**config.mk**
```make
export PLATFORM = sky130hd
export DESIGN_NAME = i2c_cmd_frame_dec
export DESIGN_NICKNAME = d
export VERILOG_FILES = /design/src/rtl/i2c_cmd_frame_dec.sv
export SDC_FILE = /design/constraint.sdc
export NUM_CORES = 1
export LEC_CHECK = 0
export BUFFER_PORTS_ARGS = -buffer_cell sky130_fd_sc_hd__clkbuf_2
export CAP_MARGIN = 30
export CORE_AREA = 4 4 123 184
export CTS_BUF_LIST = sky130_fd_sc_hd__clkbuf_16
export CTS_CLUSTER_DIAMETER = 80
export DETAILED_ROUTE_END_ITERATION = 7
export DIE_AREA = 0 0 127 188
export SLEW_MARGIN = 20
export SYNTH_ARGS = -nofsm -noshare
export SYNTH_HDL_FRONTEND = slang
export SYNTH_SLANG_ARGS = --single-unit
```
**constraint.sdc**
```tcl
create_clock -name clk -period 3.15 [get_ports clk]
set_input_delay 0.315 -clock clk [delete_from_list [all_inputs] [get_ports clk]]
set_output_delay 0.315 -clock clk [all_outputs]
set_load 0.005 [all_outputs]
```
**src/rtl/i2c_cmd_frame_dec.sv**
```systemverilog
module i2c_cmd_frame_dec #(
  parameter logic [6:0] TGT_ADDR = 7'h2A,
  parameter logic [7:0] CRC_POLY = 8'h07,
  parameter logic [7:0] CRC_INIT = 8'hFF
) (
  input  logic        clk,
  input  logic        rst_n,
  input  logic        ev_start,
  input  logic        ev_stop,
  input  logic        byte_vld,
  input  logic [7:0]  byte_data,
  output logic        ack,
  output logic        wr_req,
  output logic        rd_req,
  output logic [11:0] mem_addr,
  output logic [1:0]  acc_len,
  output logic [63:0] wr_data,
  input  logic [63:0] rd_data,
  input  logic        tx_next,
  output logic [7:0]  tx_byte,
  output logic        err_len
);

  typedef enum logic [2:0] {S_IDLE, S_ADDR, S_CMD, S_DATA, S_TX, S_SKIP} st_t;

  st_t         st;
  logic [23:0] cmd;
  logic [1:0]  ccnt;
  logic [3:0]  dcnt;
  logic [7:0]  crc;
  logic [63:0] dat, sh;
  logic        armed, ld_q;

  function automatic logic [7:0] crc_step(input logic [7:0] c, input logic [7:0] b);
    logic [7:0] r;
    r = c ^ b;
    for (int i = 0; i < 8; i++)
      r = r[7] ? ((r << 1) ^ CRC_POLY) : (r << 1);
    return r;
  endfunction

  wire [3:0] nbytes  = 4'd2 << cmd[21:20];
  wire [3:0] expect_n = nbytes + {3'b000, cmd[22]};
  wire       len_ok  = cmd[21:20] != 2'b11;
  wire       loc_ok  = cmd[19:12] == 8'h00;
  wire       crc_ok  = !cmd[22] || crc == 8'h00;
  wire       wr_ok   = !cmd[23] && len_ok && loc_ok && dcnt == expect_n && crc_ok;
  wire       rd_ok   = cmd[23] && len_ok && loc_ok && dcnt == 4'd0;
  wire       adr_hit = byte_data[7:1] == TGT_ADDR;

  assign mem_addr = cmd[11:0];
  assign acc_len  = cmd[21:20];
  assign wr_data  = dat;
  assign tx_byte  = sh[7:0];

  always_ff @(posedge clk or negedge rst_n) begin
    if (!rst_n) begin
      st      <= S_IDLE;
      cmd     <= '0;
      ccnt    <= '0;
      dcnt    <= '0;
      crc     <= '0;
      dat     <= '0;
      sh      <= '0;
      armed   <= 1'b0;
      ld_q    <= 1'b0;
      ack     <= 1'b0;
      wr_req  <= 1'b0;
      rd_req  <= 1'b0;
      err_len <= 1'b0;
    end else begin
      ack    <= 1'b0;
      wr_req <= 1'b0;
      rd_req <= 1'b0;
      ld_q   <= rd_req;
      if (ld_q)         sh <= rd_data;
      else if (tx_next) sh <= {8'h00, sh[63:8]};

      if (ev_stop) begin
        if (st == S_DATA) begin
          wr_req <= wr_ok;
          armed  <= rd_ok;
        end
        st <= S_IDLE;
      end else if (ev_start) begin
        if (st == S_DATA) armed <= rd_ok;
        st <= S_ADDR;
      end else if (byte_vld) begin
        case (st)
          S_ADDR: begin
            if (!adr_hit) begin
              st <= S_SKIP;
            end else if (!byte_data[0]) begin
              st    <= S_CMD;
              ack   <= 1'b1;
              armed <= 1'b0;
              ccnt  <= '0;
              dcnt  <= '0;
              dat   <= '0;
              crc   <= crc_step(CRC_INIT, byte_data);
            end else if (armed) begin
              st     <= S_TX;
              ack    <= 1'b1;
              rd_req <= 1'b1;
              armed  <= 1'b0;
            end else begin
              st <= S_SKIP;
            end
          end
          S_CMD: begin
            ack  <= 1'b1;
            cmd  <= {cmd[15:0], byte_data};
            crc  <= crc_step(crc, byte_data);
            ccnt <= ccnt + 2'd1;
            if (ccnt == 2'd2) begin
              st <= S_DATA;
              if (cmd[13:12] == 2'b11) err_len <= 1'b1;
            end
          end
          S_DATA: begin
            ack <= 1'b1;
            crc <= crc_step(crc, byte_data);
            if (dcnt != 4'hF) dcnt <= dcnt + 4'd1;
            if (!dcnt[3] && dcnt < nbytes)
              dat[{dcnt[2:0], 3'b000} +: 8] <= byte_data;
          end
          default: ;
        endcase
      end
    end
  end

endmodule

```
==> impl_metrics.json <==
{
  "worstPathArrival_ns": 2.93,
  "slew-limit-headroom_pct": 50.8,
  "synth_edf_count": 0,
  "wire_per_inst_um": 18.4,
  "period_needed_ns": 2.57,
  "holdWs_ns": 0.0937,
  "clkTransAtPathRegs_ns": 0.07,
  "status": "finished, final reports clean",
  "grt_usage_pct": 18.0,
  "slew_viol_final": 0,
  "die_width_um": 127,
  "setup_violations": 0,
  "nFillCells": 1996,
  "fin_tns_setup_ns": 0,
  "drt_iter0_drc": 464,
  "routed_via_density": 5.20,
  "nNetsFinal": 963,
  "synth_area_mm2": 0.00826,
  "vias": 6007,
  "gp_congestion": 0.849,
  "clock_sinks": 175,
  "cp_max_fo": 15,
  "boundaryPins": 168,
  "cts_root_buffer": "clkbuf_16",
  "cts_buffer_depth": 2,
  "rows": 65,
  "first_global_vias": 5934,
  "timing.final.crit_share_pct": 81.6,
  "ys_seq_area_share_pct": 53.0,
  "avgSynthCellArea_um2": 11.1,
  "synth-async-reset-ratio_pct": 100,
  "end_kind": "register",
  "multi_input_area_mm2": 0.00350,
  "startpoint_type": "register",
  "cap_violations": 0,
  "cts_tree": "yes",
  "ir_drop_mv": 0.331,
  "required_ns": 3.51,
  "drt-pass1-iter-count": 4,
  "regArea_mm2": 0.00438,
  "ant_nets": 0,
  "synth.distinct_cells": 63,
  "skew_ns": 0.0104,
  "pre_cts_ws_ns": 0.587,
  "drc": 0,
  "syn_to_final_growth_pct": 18.5,
  "netlist_instances": 742,
  "coreArea_mm2": 0.0210,
  "h-tree-depth": 4,
  "diodes": 0,
  "drt-total-wl_mm": 21.3,
  "drive_gt1_share_pct": 25.8,
  "max_freq_mhz": 389,
  "die-area_mm2": 0.0239,
  "numCtsBuffers": 17,
  "rsz0062_at_grt": "no",
  "synth-main-ff-cell": "dfrtp_1",
  "cts_setup_buffers": 0,
  "start_util_pct": 39.4,
  "antenna_found_initial": 0,
  "hpwl_mm": 15.5,
  "synth_warnings": 0,
  "overflow": 0,
  "die_h_um": 188,
  "clock_latency_ns": 0.43,
  "io_buffers": 167,
  "p_leak_nw": 4.80,
  "hold_path_class": "primary input to register",
  "worst_pin_slew_ns": 0.730,
  "grt_pass1_wl_mm": 33.7,
  "setup_slack_ns": 0.581,
  "grt_max_degree": 79,
  "cts_resized": 0,
  "synth_nets": 830,
  "ys_seq_elements": 175,
  "finalHoldViolCount": 0,
  "p_per_area_mw_per_mm2": 468,
  "crit_type": "register to register"
}
sequential cells by signal (all words and copies together) (netlist names), 2 cells and up:
register,cells
st,3
wr_data,64
crc,8
ccnt,2
sh,64
cmd,24
dcnt,4
worst paths after layout:
path,start,end,slack [ns],cells past startpoint
worst max-delay path,cmd[21],wr_data[46],0.58,7
worst min-delay path,rd_data[4],sh[4],0.09,3
worst max register to register,cmd[21],wr_data[46],0.58,7
worst min register to register,rd_req,ld_q,0.39,0
max in group asynchronous,rst_n,sh[46],1.72,3
min in group asynchronous,rst_n,cmd[2],0.47,2
routing by layer:
layer | vias up | track usage, % | routed length (um)
met4 | 0 | 5.08 | 356
li1 | 2886 | - | -
met3 | 26 | 3.68 | 890
met2 | 148 | 31.2 | 11200
met1 | 2947 | 22.7 | 8850
met5 | - | 0 | 0
cells in the final DEF, fill, tap and decap left out, drive strengths merged, types with 7 or more instances in the layout:
cell     count
ha          10
nor4         7
a22o        41
a21oi        7
and3         7
clkinv       9
nor2        19
nor3         7
mux2i       58
inv         13
nand2b      14
buf         10
xnor2       19
mux2        21
o21ai      101
clkbuf     182
dfrtp      175
nand2       99
nand3       14
o2bb2ai     16
cell type report:
type / count / share of cell area, %
Clock inverter: 15 / 1.51
Inverter: 11 / 0.422
Multi-Input combinational cell: 494 / 35.8
Clock buffer: 17 / 4.34
Timing Repair Buffer: 176 / 9.80
Sequential cell: 175 / 44.7
Tap cell: 268 / 3.42
critical path, stage by stage, from the launching register on:
cell	delay (ns)
dfrtp_1	0.42
nand2b_1	0.16
ha_1	0.28
nor2b_1	0.14
o21ai_1	0.28
a32oi_4	0.33
or4_4	0.71
o2bb2ai_2	0.17
cell usage after synthesis (all sizes together) (5+ instances only):
master	number	area share, %
a22o	41	4.3
nor4	7	1.3
clkbuf	25	1.1
inv	11	0.50
mux2	21	2.9
buf	37	3.0
o21ai	101	6.1
nand3	14	0.91
mux2i	58	7.0
nand2b	14	1.1
nor3	7	0.48
xnor2	19	2.1
dfrtp	175	53
or3	5	0.38
ha	10	1.5
a21oi	7	0.42
nor2	19	0.89
o2bb2ai	16	2.3
nand4	5	0.38
nand2	99	4.5
and3	7	0.53
where the power goes:
part | leakage, nW | internal [mW] | total (mW) | switching (mW)
Combinational | 2.09 | 0.112 | 0.264 | 0.152
Sequential | 2.43 | 2.26 | 2.27 | 0.0111
Clock | 0.277 | 1.16 | 2.06 | 0.893
Total | 4.80 | 3.53 | 4.59 | 1.06
what timing repair did:
item	4_1_cts	5_1_grt
hold buffers	1	0
hold endpoints to repair	73	0
endpoints found under the setup margin	0	0
logic make-up after synthesis:
group           count (synthesis)  synth area share, %
xor+xnor                       25                 3.51
mux                            79                 9.89
compound gates                185                 15.3
simple gates                  195                 12.1
fa+ha+maj                      10                 1.51
flops                         175                 53.0
buf+inv                        73                 4.63
through the flow:
step / utilization (%) / total power [mW] / cells / instance area (um^2)
2_1_floorplan: - / 2.44 / 742 / 8260
3_3_place_gp: 43.7 / 2.57 / 1121 / 9160
3_5_place_dp: 43.8 / 2.57 / 1122 / 9190
4_1_cts: 46.6 / 4.65 / 1155 / 9770
5_1_grt: 46.7 / 4.77 / 1156 / 9790
6_report: 46.7 / 4.59 / 1156 / 9790
(Power assumes the default switching activity.)
